$ cat config.mk
export PLATFORM = sky130hd
export DESIGN_NAME = irq_pend_sel
export DESIGN_NICKNAME = d
export VERILOG_FILES = /design/src/rtl/irq_pkg.sv /design/src/rtl/irq_mask_gen.sv /design/src/rtl/irq_pend_regs.sv /design/src/rtl/irq_prio_pick.sv /design/src/rtl/irq_pend_sel.sv
export SDC_FILE = /design/constraint.sdc
export NUM_CORES = 1
export LEC_CHECK = 0
export BUFFER_PORTS_ARGS = -buffer_cell sky130_fd_sc_hd__buf_2
export CAP_MARGIN = 20
export CORE_MARGIN = 1
export CORE_UTILIZATION = 44
export CTS_BUF_LIST = sky130_fd_sc_hd__clkbuf_4 sky130_fd_sc_hd__clkbuf_8
export DETAILED_ROUTE_END_ITERATION = 10
export PLACE_DENSITY = 0.87
export SLEW_MARGIN = 20
export SYNTH_ARGS = -nofsm -noshare
export SYNTH_HDL_FRONTEND = slang
export SYNTH_HIERARCHICAL = 1
export SYNTH_SLANG_ARGS = --single-unit
$ cat constraint.sdc
create_clock -name clk -period 4.4 [get_ports clk]
set_clock_uncertainty 0.15 [all_clocks]
set_input_delay 0.22 -clock clk [delete_from_list [all_inputs] [get_ports clk]]
set_output_delay 0.22 -clock clk [all_outputs]
set_load 0.02 [all_outputs]
$ cat src/rtl/irq_pkg.sv
package irq_pkg;
  localparam int CAUSE_W = 12;
  localparam int ID_W    = 4;
  localparam int NSRC    = 9;
  localparam logic [CAUSE_W-1:0] LIVE_BITS = 12'hBBB;

  typedef enum logic [1:0] {
    PRV_USER = 2'd0,
    PRV_SUPV = 2'd1,
    PRV_RSVD = 2'd2,
    PRV_MACH = 2'd3
  } prv_e;

  // rank 0 is most urgent
  function automatic logic [ID_W-1:0] rank_to_cause(input int rank);
    case (rank)
      0:       return 4'd11;
      1:       return 4'd3;
      2:       return 4'd7;
      3:       return 4'd9;
      4:       return 4'd1;
      5:       return 4'd5;
      6:       return 4'd8;
      7:       return 4'd0;
      default: return 4'd4;
    endcase
  endfunction
endpackage

$ cat src/rtl/irq_mask_gen.sv
module irq_mask_gen
  import irq_pkg::*;
#(
  parameter int W = CAUSE_W
) (
  input  logic [1:0]   priv,
  input  logic [W-1:0] mdeleg,
  input  logic [W-1:0] sdeleg,
  input  logic         st_uie,
  input  logic         st_sie,
  input  logic         st_mie,
  output logic [W-1:0] gmask
);
  // level of a cause = low two bits: 0 user, 1 supervisor, 3 machine
  always_comb begin
    gmask = '0;
    for (int b = 0; b < W; b++) begin
      case (prv_e'(priv))
        PRV_USER: begin
          if (b % 4 == 0)      gmask[b] = st_uie;
          else if (b % 4 != 2) gmask[b] = !sdeleg[b] || st_uie;
        end
        PRV_SUPV: begin
          if (b % 4 == 1)      gmask[b] = st_sie;
          else if (b % 4 == 3) gmask[b] = !mdeleg[b] || st_sie;
        end
        PRV_MACH: begin
          if (b % 4 == 3)      gmask[b] = st_mie;
        end
        default: gmask[b] = 1'b0;
      endcase
    end
  end
endmodule

$ cat src/rtl/irq_pend_regs.sv
module irq_pend_regs
  import irq_pkg::*;
#(
  parameter int W   = CAUSE_W,
  parameter int IDW = ID_W,
  parameter logic [W-1:0] LIVE = LIVE_BITS
) (
  input  logic           clk,
  input  logic           rst,
  input  logic           post_vld,
  input  logic [IDW-1:0] post_idx,
  input  logic           clr_vld,
  input  logic [IDW-1:0] clr_idx,
  input  logic           clr_all,
  input  logic           ip_wr_en,
  input  logic [W-1:0]   ip_wr_data,
  input  logic           ie_wr_en,
  input  logic [W-1:0]   ie_wr_data,
  output logic [W-1:0]   ip_q,
  output logic [W-1:0]   ie_q
);
  logic [W-1:0] ip_nxt;
  logic [W-1:0] post_oh, clr_oh;

  always_comb begin
    post_oh = '0;
    clr_oh  = '0;
    for (int b = 0; b < W; b++) begin
      post_oh[b] = post_vld && (post_idx == IDW'(b));
      clr_oh[b]  = clr_vld  && (clr_idx  == IDW'(b));
    end
  end

  always_comb begin
    ip_nxt = ip_wr_en ? ip_wr_data : ip_q;
    if (clr_all) ip_nxt = '0;
    ip_nxt = (ip_nxt & ~clr_oh) | post_oh;
    ip_nxt = ip_nxt & LIVE;
  end

  always_ff @(posedge clk) begin
    if (rst) begin
      ip_q <= '0;
      ie_q <= '0;
    end else begin
      ip_q <= ip_nxt;
      if (ie_wr_en) ie_q <= ie_wr_data & LIVE;
    end
  end
endmodule

$ cat src/rtl/irq_prio_pick.sv
module irq_prio_pick
  import irq_pkg::*;
#(
  parameter int W   = CAUSE_W,
  parameter int IDW = ID_W,
  parameter int NS  = NSRC
) (
  input  logic [W-1:0]   qual,
  output logic           found,
  output logic [IDW-1:0] id
);
  logic [NS:0]    hit_chain;
  logic [IDW-1:0] id_chain [NS+1];

  assign hit_chain[NS] = 1'b0;
  assign id_chain[NS]  = '0;

  // walk from least to most urgent so the most urgent hit lands last
  for (genvar r = NS - 1; r >= 0; r--) begin : g_rank
    localparam logic [IDW-1:0] CID = rank_to_cause(r);
    assign hit_chain[r] = qual[CID] | hit_chain[r+1];
    assign id_chain[r]  = qual[CID] ? CID : id_chain[r+1];
  end

  assign found = hit_chain[0];
  assign id    = id_chain[0];
endmodule

$ cat src/rtl/irq_pend_sel.sv
module irq_pend_sel
  import irq_pkg::*;
#(
  parameter int W   = CAUSE_W,
  parameter int IDW = ID_W
) (
  input  logic           clk,
  input  logic           rst,
  input  logic           post_vld,
  input  logic [IDW-1:0] post_idx,
  input  logic           clr_vld,
  input  logic [IDW-1:0] clr_idx,
  input  logic           clr_all,
  input  logic           ip_wr_en,
  input  logic [W-1:0]   ip_wr_data,
  input  logic           ie_wr_en,
  input  logic [W-1:0]   ie_wr_data,
  output logic [W-1:0]   ip_rd,
  output logic [W-1:0]   ie_rd,
  input  logic [1:0]     priv,
  input  logic [W-1:0]   mdeleg,
  input  logic [W-1:0]   sdeleg,
  input  logic           st_uie,
  input  logic           st_sie,
  input  logic           st_mie,
  output logic           irq_req,
  output logic           irq_vld,
  output logic [IDW-1:0] irq_id
);
  logic [W-1:0]   ip_q, ie_q, gmask;
  logic           pick_hit;
  logic [IDW-1:0] pick_id;

  irq_pend_regs #(.W(W), .IDW(IDW)) regs_i (
    .clk(clk), .rst(rst),
    .post_vld(post_vld), .post_idx(post_idx),
    .clr_vld(clr_vld), .clr_idx(clr_idx), .clr_all(clr_all),
    .ip_wr_en(ip_wr_en), .ip_wr_data(ip_wr_data),
    .ie_wr_en(ie_wr_en), .ie_wr_data(ie_wr_data),
    .ip_q(ip_q), .ie_q(ie_q)
  );

  irq_mask_gen #(.W(W)) mask_i (
    .priv(priv), .mdeleg(mdeleg), .sdeleg(sdeleg),
    .st_uie(st_uie), .st_sie(st_sie), .st_mie(st_mie),
    .gmask(gmask)
  );

  irq_prio_pick #(.W(W), .IDW(IDW)) pick_i (
    .qual(ip_q & ie_q & gmask),
    .found(pick_hit),
    .id(pick_id)
  );

  always_ff @(posedge clk) begin
    if (rst) begin
      irq_req <= 1'b0;
      irq_vld <= 1'b0;
      irq_id  <= '0;
    end else begin
      irq_req <= pick_hit;
      irq_vld <= pick_hit;
      irq_id  <= pick_id;
    end
  end

  assign ip_rd = ip_q;
  assign ie_rd = ie_q;
endmodule

==> flow_summary.rst <==
.. list-table::
   :header-rows: 1

   * - Metric
     - Value
   * - Result of the run
     - finished, final reports clean
   * - Maximum fanout encountered on the critical timing path
     - 5
   * - # diodes
     - 0
   * - Worst R2R Start
     - regs_i/ip_q[7]
   * - Wire length of the first global-routing pass
     - 5.01 mm
   * - Standard-cell rows
     - 18
   * - Final Hold Vio Count
     - 0
   * - Termination of the worst setup path
     - irq_vld
   * - CP Buf/Inv Count
     - 0
   * - Synth Cell Area
     - 1250 sq um
   * - Worst Setup Start Kind
     - flip-flop
   * - IO Count
     - 98
   * - Highest ir drop seen on vdd
     - 0.245 mV
   * - Count of pins over their slew limit
     - 0
   * - DRC
     - 0
   * - Residual antenna-violating net count after detailed routing
     - 0
   * - Kind of path behind the tightest hold check
     - input port to flip-flop
   * - Endpoint class of the critical path
     - flip-flop
   * - PostCTS Resize Cnt
     - 0
   * - Sequence of cells on the critical path
     - and3_1, or3_4, nand3b_1, nor2b_1
   * - Worst R2R Path Depth
     - 4
   * - WL final
     - 3.11 mm
   * - Number of CTS-inserted buffers
     - 3
   * - Total gr overflow
     - 0
   * - Core Util, Final
     - 64.8%
   * - Total GRT Usage
     - a little over 20%
   * - DR iter-0 viols
     - 43
   * - Total iterations of the first detailed-routing run
     - 4
   * - Nets
     - ~290
   * - Kind of critical path
     - flip-flop to flip-flop
   * - Number of buffers on the longest clock path
     - 2
   * - Die Ht
     - ~55 microns
   * - HPWL after detailed placement
     - 2.52 mm
   * - Routed wire length per instance
     - 12.6 microns
   * - Worst setup timing slack at the placement stage
     - 2570 ps
   * - Root buffer cell
     - clkbuf_4
   * - Max H-tree Level
     - 1
   * - Switching Fraction
     - 29.0%
   * - Worst-path clk slew
     - 120 ps
   * - Cell internal power dissipation
     - 295 uW
   * - Initial core utilization
     - between 40% and 50%
   * - Combined area of the multi-input logic cells
     - 707 sq um
   * - Antenna violations before repair
     - 0
   * - Setup-violating endpoint count in the final report
     - 0
   * - Vias
     - 1285
   * - Largest delay contributor family on the critical path
     - simple AND/OR/NAND/NOR gates
   * - CTS tree
     - done
   * - Areal power density over the cells
     - 247 nW/um^2
   * - RSZ-0062 raised after global routing
     - false
   * - Final period demand of the worst path
     - 1490 ps
   * - Number of logic stages on the critical path including buffering
     - 4
   * - NetSw
     - 120 uW
   * - Sequential Area
     - 460 sq um
   * - Worst flop-to-flop path endpoint
     - irq_vld
   * - Clock sinks
     - 23
   * - Max-cap viol count
     - 0
   * - Die X
     - 55.3 microns
   * - Largest net degree at the start of global routing
     - 19
   * - Number of global-route vias before repair
     - ~1200
   * - Final estimated routing congestion in global placement
     - about 0.90
   * - Required @ worst endpoint
     - 4450 ps
   * - Worst endpoint data arrival time
     - 1540 ps
   * - CP max-delay cell
     - or3_4
   * - Core Box Area
     - 2590 sq um
   * - Leak pwr
     - 0.000894 uW
   * - Warnings from Yosys
     - 6
   * - Per-cell via count in the routed design
     - 5.18
   * - Gate power share
     - 22.8%
   * - Clock network fraction of total power
     - 23.1%
   * - Setup crit start
     - regs_i/ip_q[7]
   * - Mapped Cells
     - approximately 140
   * - Worst-case register-to-register setup slack
     - slightly below 3000 ps
   * - Total Neg Setup Slack
     - 0 ps
   * - Worst skew pair latency
     - 320 ps
   * - Layout cell share with drive strength beyond 1
     - a little over a third
   * - Sequential share of power
     - 54.0%
   * - Final-layout fill cell count
     - ~230
   * - Largest stage delay on the critical path
     - 400 ps
   * - Synth-to-Final Area Change
     - 34.1%
   * - Full die area
     - between 3000 and 4000 sq um
   * - Setup ws final
     - 2910 ps
   * - IO Port Bufs
     - 70
   * - Period Utilization, post-route
     - 33.9%
   * - FMAX
     - 671 MHz
   * - Synthesized area divided by synthesized cell count
     - 8.69 sq um
worst min path at each step:
stage,from,to,slack [ps],cells past startpoint
detailed placement,ie_wr_data[8],regs_i/ie_q[8],310,3
global placement,ie_wr_data[9],regs_i/ie_q[9],310,3
global route,ie_wr_data[5],regs_i/ie_q[5],2,3
finish,ie_wr_data[5],regs_i/ie_q[5],2,3
floorplan,rst,irq_id[0],140,1
CTS,ie_wr_data[5],regs_i/ie_q[5],4,3
layer usage:
metal / track usage [%] / vias up / routed length [microns] / share of wire (%)
li1: - / 653 / - / -
met1: 23.7 / 574 / 1280 / 41
met2: 36.3 / 51 / 1580 / 51
met3: 5.15 / 7 / 197 / 6.3
met4: 9.29 / 0 / 59 / 1.9
met5: 0 / - / 0 / 0
repair_timing:
item	4_1_cts	5_1_grt
hold buffers	8	0
hold endpoints to repair	8	0
buffers inserted	0	0
flip-flops by register name, indices dropped and copies added (netlist names):
signal and flops:
irq_id 4, irq_vld 1, regs_i/ip_q 9, regs_i/ie_q 9
worst min-delay path, delay by kind of cell:
family | cells | cell delay, ps
multiplexers | 1 | 60
AND/OR/NAND/NOR | 1 | 80
buffers and inverters | 1 | 80
cells in the final DEF (no fill, tap or decap), drive strengths merged:
master        n
a21oi         3
nor3          5
and3          9
nand2b        4
inv           4
dfxtp        23
nand3b        3
o32ai         9
o21bai        1
or2           1
and2          1
nor2         21
dlygate4sd3   8
conb          6
clkinv        1
or3           2
o311a         1
nand2         2
nor4          1
a221o         1
nand3         6
clkbuf        3
mux2i        18
buf          70
a21o          4
or3b          2
nor3b         1
nor2b         5
o21ai         3
layout make-up:
| cell class | instances | area share, % |
|---|---|---|
| multi-input combinational | 109 | 42.1 |
| timing repair buffer | 78 | 25.7 |
| tap | 30 | 2.24 |
| clock inverter | 1 | 0.298 |
| inverter | 4 | 0.895 |
| sequential | 23 | 27.4 |
| clock buffer | 3 | 1.34 |
per-stage QoR:
stage                     cell area [sq um]  std cells  total power (uW)  hold WS (ps)
after floorplan                        1270        149               284           142
after global placement                 1570        236               316           306
after detailed placement               1570        236               318           311
after CTS                              1680        248               417          4.15
after global routing                   1680        248               436          2.45
final                                  1680        248               415          1.87
power groups by stage:
stage	clock (uW)	combinational (uW)	sequential, uW
2_1_floorplan	0	45.4	238
3_3_place_gp	0	87.1	229
3_5_place_dp	0	88.7	229
4_1_cts	97.8	94.3	224
5_1_grt	107	103	225
6_report	96.1	94.7	224
(Power assumes the default switching activity.)
